<file path="src/rtl/brc_pkg.sv">
package brc_pkg;

  localparam logic [15:0] CFG_RESET = 16'h95CF;

  typedef struct packed {
    logic       async_rd;
    logic [2:0] lat;
    logic       wait_hi;
    logic       hold2;
    logic       wait_early;
    logic       seq;
    logic       rise;
    logic       no_wrap;
    logic [2:0] blen;
  } cfg_t;

  typedef enum logic [1:0] {ST_IDLE, ST_LAT, ST_DATA} st_t;

  function automatic cfg_t cfg_decode(input logic [15:0] w);
    cfg_t c;
    c.async_rd   = w[15];
    c.lat        = w[13:11];
    c.wait_hi    = w[10];
    c.hold2      = w[9];
    c.wait_early = w[8];
    c.seq        = w[7];
    c.rise       = w[6];
    c.no_wrap    = w[3];
    c.blen       = w[2:0];
    return c;
  endfunction

  function automatic logic lat_legal(input logic [15:0] w);
    return w[13:12] != 2'b00;
  endfunction

  // number of low address bits that the burst length confines (0 = linear)
  function automatic int unsigned wrap_bits(input logic [2:0] blen);
    case (blen)
      3'b001:  return 2;
      3'b010:  return 3;
      default: return 0;
    endcase
  endfunction

endpackage

</file>
<file path="src/rtl/brc_cfg_reg.sv">
module brc_cfg_reg
  import brc_pkg::*;
(
  input  logic        clk,
  input  logic        rst_n,
  input  logic        we,
  input  logic [15:0] wdata,
  input  logic        busy,
  input  logic        ce,
  output logic [15:0] cfg_q
);

  logic [15:0] pend_q;
  logic        pend_v;
  logic        wr_ok;
  logic        wr_now;

  assign wr_ok  = we && lat_legal(wdata);
  assign wr_now = wr_ok && (!busy || !ce);

  always_ff @(posedge clk) begin
    if (!rst_n) begin
      cfg_q  <= CFG_RESET;
      pend_q <= '0;
      pend_v <= 1'b0;
    end else if (wr_now) begin
      cfg_q  <= wdata;
      pend_v <= 1'b0;
    end else if (wr_ok) begin
      pend_q <= wdata;
      pend_v <= 1'b1;
    end else if (pend_v && !ce) begin
      cfg_q  <= pend_q;
      pend_v <= 1'b0;
    end
  end

  p_lat_legal_r2: assert property (@(posedge clk) disable iff (!rst_n)
    cfg_q[13:12] != 2'b00);

  p_defer_r10: assert property (@(posedge clk) disable iff (!rst_n)
    (busy && ce) |=> $stable(cfg_q));

endmodule

</file>
<file path="src/rtl/brc_edge.sv">
module brc_edge (
  input  logic clk,
  input  logic rst_n,
  input  logic k_clk,
  input  logic rise,
  output logic tick
);

  logic k_q;

  always_ff @(posedge clk) begin
    if (!rst_n) k_q <= 1'b0;
    else        k_q <= k_clk;
  end

  assign tick = rise ? (k_clk & ~k_q) : (~k_clk & k_q);

  p_tick_single_r9: assert property (@(posedge clk) disable iff (!rst_n)
    tick |=> (!tick || !$stable(rise)));

endmodule

</file>
<file path="src/rtl/brc_seq.sv">
module brc_seq
  import brc_pkg::*;
#(
  parameter int AW = 16
) (
  input  logic          clk,
  input  logic          rst_n,
  input  logic          tick,
  input  logic          ce,
  input  logic          adv,
  input  logic          sync_en,
  input  logic [2:0]    lat,
  input  logic          hold2,
  input  logic          wait_early,
  input  logic [AW-1:0] start_addr,
  output logic          busy,
  output logic          in_data,
  output logic          wait_act,
  output logic [AW-1:0] base,
  output logic [AW-1:0] idx
);

  st_t        st_q;
  logic [2:0] cnt_q;
  logic       ph_q;
  logic       latch_ev;
  logic       last_lat;

  assign latch_ev = tick && adv && sync_en;
  assign last_lat = (cnt_q == 3'd1);

  always_ff @(posedge clk) begin
    if (!rst_n) begin
      st_q  <= ST_IDLE;
      cnt_q <= '0;
      ph_q  <= 1'b0;
      idx   <= '0;
      base  <= '0;
    end else if (!ce) begin
      st_q  <= ST_IDLE;
      ph_q  <= 1'b0;
      idx   <= '0;
    end else if (latch_ev) begin
      st_q  <= ST_LAT;
      cnt_q <= lat;
      ph_q  <= 1'b0;
      idx   <= '0;
      base  <= start_addr;
    end else if (tick) begin
      case (st_q)
        ST_LAT: begin
          if (last_lat) st_q  <= ST_DATA;
          else          cnt_q <= cnt_q - 3'd1;
        end
        ST_DATA: begin
          if (hold2 && !ph_q) begin
            ph_q <= 1'b1;
          end else begin
            ph_q <= 1'b0;
            idx  <= idx + AW'(1);
          end
        end
        default: ;
      endcase
    end
  end

  assign busy     = (st_q != ST_IDLE);
  assign in_data  = (st_q == ST_DATA);
  assign wait_act = (st_q == ST_LAT) && !(wait_early && last_lat);

  p_data_after_lat_r3: assert property (@(posedge clk) disable iff (!rst_n)
    $rose(in_data) |-> $past(st_q == ST_LAT));

  p_idx_on_tick_r9: assert property (@(posedge clk) disable iff (!rst_n)
    (in_data && $past(in_data) && !$past(tick)) |-> $stable(idx));

  p_ce_ends_r11: assert property (@(posedge clk) disable iff (!rst_n)
    !ce |=> !busy);

endmodule

</file>
<file path="src/rtl/brc_addr.sv">
module brc_addr
  import brc_pkg::*;
#(
  parameter int AW = 16
) (
  input  logic          in_data,
  input  logic [AW-1:0] start_addr,
  input  logic [AW-1:0] base,
  input  logic [AW-1:0] idx,
  input  logic          seq,
  input  logic          no_wrap,
  input  logic [2:0]    blen,
  output logic [AW-1:0] word_addr
);

  function automatic logic [AW-1:0] burst_addr(
    input logic [AW-1:0] b, input logic [AW-1:0] i,
    input logic s, input logic nw, input logic [2:0] bl);
    logic [AW-1:0] m;
    m = (AW'(1) << wrap_bits(bl)) - AW'(1);
    if (m == '0)     return b + i;
    if (!s)          return (b & ~m) | ((b ^ i) & m);
    if (nw)          return b + i;
    return (b & ~m) | ((b + i) & m);
  endfunction

  assign word_addr = in_data ? burst_addr(base, idx, seq, no_wrap, blen)
                             : start_addr;

endmodule

</file>
<file path="src/rtl/burst_rd_ctrl.sv">
module burst_rd_ctrl
  import brc_pkg::*;
#(
  parameter int AW = 16
) (
  input  logic          clk,
  input  logic          rst_n,
  input  logic          cfg_we,
  input  logic [15:0]   cfg_wdata,
  input  logic          ce,
  input  logic          adv,
  input  logic          k_clk,
  input  logic [AW-1:0] start_addr,
  output logic [AW-1:0] word_addr,
  output logic          data_valid,
  output logic          wait_out
);

  logic [15:0]   cfg_q;
  cfg_t          cf;
  logic          tick;
  logic          busy;
  logic          in_data;
  logic          wait_act;
  logic [AW-1:0] base;
  logic [AW-1:0] idx;

  assign cf = cfg_decode(cfg_q);

  brc_cfg_reg u_cfg (
    .clk(clk), .rst_n(rst_n), .we(cfg_we), .wdata(cfg_wdata),
    .busy(busy), .ce(ce), .cfg_q(cfg_q)
  );

  brc_edge u_edge (
    .clk(clk), .rst_n(rst_n), .k_clk(k_clk), .rise(cf.rise), .tick(tick)
  );

  brc_seq #(.AW(AW)) u_seq (
    .clk(clk), .rst_n(rst_n), .tick(tick), .ce(ce), .adv(adv),
    .sync_en(!cf.async_rd), .lat(cf.lat), .hold2(cf.hold2),
    .wait_early(cf.wait_early), .start_addr(start_addr),
    .busy(busy), .in_data(in_data), .wait_act(wait_act),
    .base(base), .idx(idx)
  );

  brc_addr #(.AW(AW)) u_addr (
    .in_data(in_data), .start_addr(start_addr), .base(base), .idx(idx),
    .seq(cf.seq), .no_wrap(cf.no_wrap), .blen(cf.blen),
    .word_addr(word_addr)
  );

  assign data_valid = in_data;
  assign wait_out   = wait_act ? cf.wait_hi : ~cf.wait_hi;

  p_async_pass_r1: assert property (@(posedge clk) disable iff (!rst_n)
    cf.async_rd |-> (word_addr == start_addr && !data_valid));

  p_valid_no_wait_r4: assert property (@(posedge clk) disable iff (!rst_n)
    data_valid |-> (wait_out == ~cf.wait_hi));

  p_wrap4_block_r5: assert property (@(posedge clk) disable iff (!rst_n)
    (data_valid && cf.seq && !cf.no_wrap && cf.blen == 3'b001)
      |-> (word_addr[AW-1:2] == base[AW-1:2]));

endmodule

</file>
<file path="config.mk">
export PLATFORM = sky130hd
export DESIGN_NAME = burst_rd_ctrl
export DESIGN_NICKNAME = d
export VERILOG_FILES = /design/src/rtl/brc_pkg.sv /design/src/rtl/brc_cfg_reg.sv /design/src/rtl/brc_edge.sv /design/src/rtl/brc_seq.sv /design/src/rtl/brc_addr.sv /design/src/rtl/burst_rd_ctrl.sv
export SDC_FILE = /design/constraint.sdc
export NUM_CORES = 1
export LEC_CHECK = 0
export BUFFER_PORTS_ARGS = -buffer_cell sky130_fd_sc_hd__buf_2
export CORE_ASPECT_RATIO = 1.75
export CORE_MARGIN = 2
export CORE_UTILIZATION = 63
export CTS_CLUSTER_SIZE = 10
export DETAILED_ROUTE_END_ITERATION = 10
export PLACE_DENSITY_LB_ADDON = 0.08
export SYNTH_ARGS = -nofsm -noshare
export SYNTH_HDL_FRONTEND = slang
export SYNTH_HIERARCHICAL = 1
export SYNTH_SLANG_ARGS = --single-unit
</file>
<file path="constraint.sdc">
create_clock -name clk -period 4.7 [get_ports clk]
set_input_delay 0.705 -clock clk [delete_from_list [all_inputs] [get_ports clk]]
set_output_delay 0.705 -clock clk [all_outputs]
set_load 0.02 [all_outputs]
</file>
==> results.toml <==
[status]
outcome = "finished, final reports clean"

[timing]
period_minus_slack_ns = 3.60
worst_slew_pin_slew_ns = 0.803
fmax_mhz = 278
hold_slack_ns = 0.450
drv_slew = 0
finalSetupTns_ns = 0
final-hold-violation-count = 0
fin_skew_ns = 0.00401
relSlewSlack_pct = 46.5
grt_setup_unrepaired = "no"
fin_crit_sh_pct = 76.6
setup_violations = 0

[floorplanning]
dieArea_mm2 = 0.00727
dieWidth_um = 65.3
start_util_pct = 64.4
core_mm2 = 0.00644
rows = 39
die_h_um = 111
num_io_pins = 56

[setup_path]
cp_data_required_time_ns = 3.99
crit_type = "register to output pin"
end_kind = "output pin"
slowest_delay_ns = 0.43
cp_max_fo = 5
crit_arrival_ns = 2.89
crit_chain = "ha_1 > fa_1 > a21oi_1 > o211a_1 > o21bai_1 > a22oi_1 > mux2_2 > a31oi_1 > buf_2"
startpoint_type = "register"
ff2ff_path_depth = 6
crit_slowest_cell = "fa_1"

[power]
power_per_cell_area_mw_per_mm2 = 281
switching_share_pct = 22.9
comb_power_share_pct = 7.6
power.switching_uw = 300
finalPower_uw = 1310
p_int_uw = 1010
vdd_drop_max_mv = 0.283
p_leak_uw = 0.00185
seqPwrFrac_pct = 44.3
clock_power_share_pct = 48.0

[clock_tree]
cts_max_path_buffers = 2
cts.clk_slew.worst_paths_ns = 0.05
post_cts_resize_count = 0
hold_buffers = 0
clock_latency_ns = 0.33
cts_tree = "yes"
cts_buffers = 9
cts_setup_buffers = 0
htreeDepth = 3
cts.sinks = 66
cts-root-buf = "clkbuf_16"

[yosys]
ys_warn_count = 6
synthCells = 515
synth_nets = 572
synth_area_per_cell_um2 = 8.05
syn_area_mm2 = 0.00415

[grt]
grt_usage_pct = 30.6
grt_overflow = 0
grt_start_max_net_pins = 26
grt_first_pass_wirelength_um = 17100
antenna_found_initial = 0
grt_pass1_vias = 3868

[drt]
via_per_inst = 6.15
wl_per_cell_um = 16.6
wl_um = 10600
drtIter0Drc = 182
ant_nets = 0
drc = 0
first_pass_iters = 4
vias = 3929

[place]
dp_hpwl_um = 7940
io_buffers = 52
place.gp.congestion = 0.917
dp_cells = 625

[finish]
final_common_cell = "nand2_1"
final_cell_mix = "nand2_1, a21oi_1, dfxtp_1"
finalNetCount = 611
final_cells = 639
drive_gt1_share_pct = 17.4
antenna_cells = 0
syn_to_final_growth_pct = 12.3
fin_util_pct = 72.3

[job]
max_cap_viol_count = 0

[min_path]
min_path_cells = 2
hp-class = "register to register"
-- metrics by stage --
| step | cell area [µm²] | setup WS [ns] |
|---|---|---|
| finish | 4650 | 1.10 |
| global route | 4650 | 0.970 |
| CTS | 4650 | 1.15 |
| detailed placement | 4380 | 1.52 |
| global placement | 4380 | 1.56 |
| floorplan | 4150 | 1.66 |
-- cell type report --
| class | count | area [µm²] |
|---|---|---|
| Clock buffer | 10 | 229 |
| Clock inverter | 4 | 45.0 |
| Fill cell | 550 | 1790 |
| Inverter | 10 | 37.5 |
| Multi-Input combinational cell | 414 | 2650 |
| Sequential cell | 66 | 1320 |
| Tap cell | 82 | 103 |
| Timing Repair Buffer | 53 | 268 |
-- worst paths after layout --
kind                    from  slack [ns]              end
max             u_seq/idx[0]        1.10    word_addr[14]
min          u_cfg/pend_q[3]        0.45  u_cfg/pend_q[3]
max reg2reg   u_cfg/cfg_q[6]        2.58    u_seq/base[0]
min reg2reg  u_cfg/pend_q[3]        0.45  u_cfg/pend_q[3]
-- power by group through the flow --
stage | combinational (µW) | clock, µW | sequential [µW]
after floorplan | 62.8 | 0 | 589
after global placement | 96.9 | 0 | 591
after detailed placement | 99.1 | 0 | 592
after CTS | 99.6 | 637 | 580
after global routing | 108 | 660 | 581
final | 99.8 | 629 | 580
-- state kept, by name, summed over array words and instances, names as in the netlist --
name and cells:
u_cfg/cfg_q 13, u_cfg/pend_q 13, u_cfg/pend_v 1, u_edge/k_q 1, u_seq/base 16, u_seq/cnt_q 3, u_seq/idx 16, u_seq/ph_q 1
u_seq/st_q 2
-- worst max-delay path: cells and delay by family, from the launching register on --
kind	cells	cell delay (ns)
buf+inv	1	0.18
compound gates	5	0.94
fa+ha+maj	2	0.68
mux	1	0.37
flops	1	0.39
-- per-layer routing --
layer / wire [µm] / vias to the layer above / track usage [%]
li1: - / 1960 / -
met1: 3740 / 1852 / 28.5
met2: 6010 / 90 / 58.6
met3: 358 / 27 / 5.28
met4: 515 / 0 / 18.6
met5: 0 / - / 0
Power figures use the tool's default switching activity.
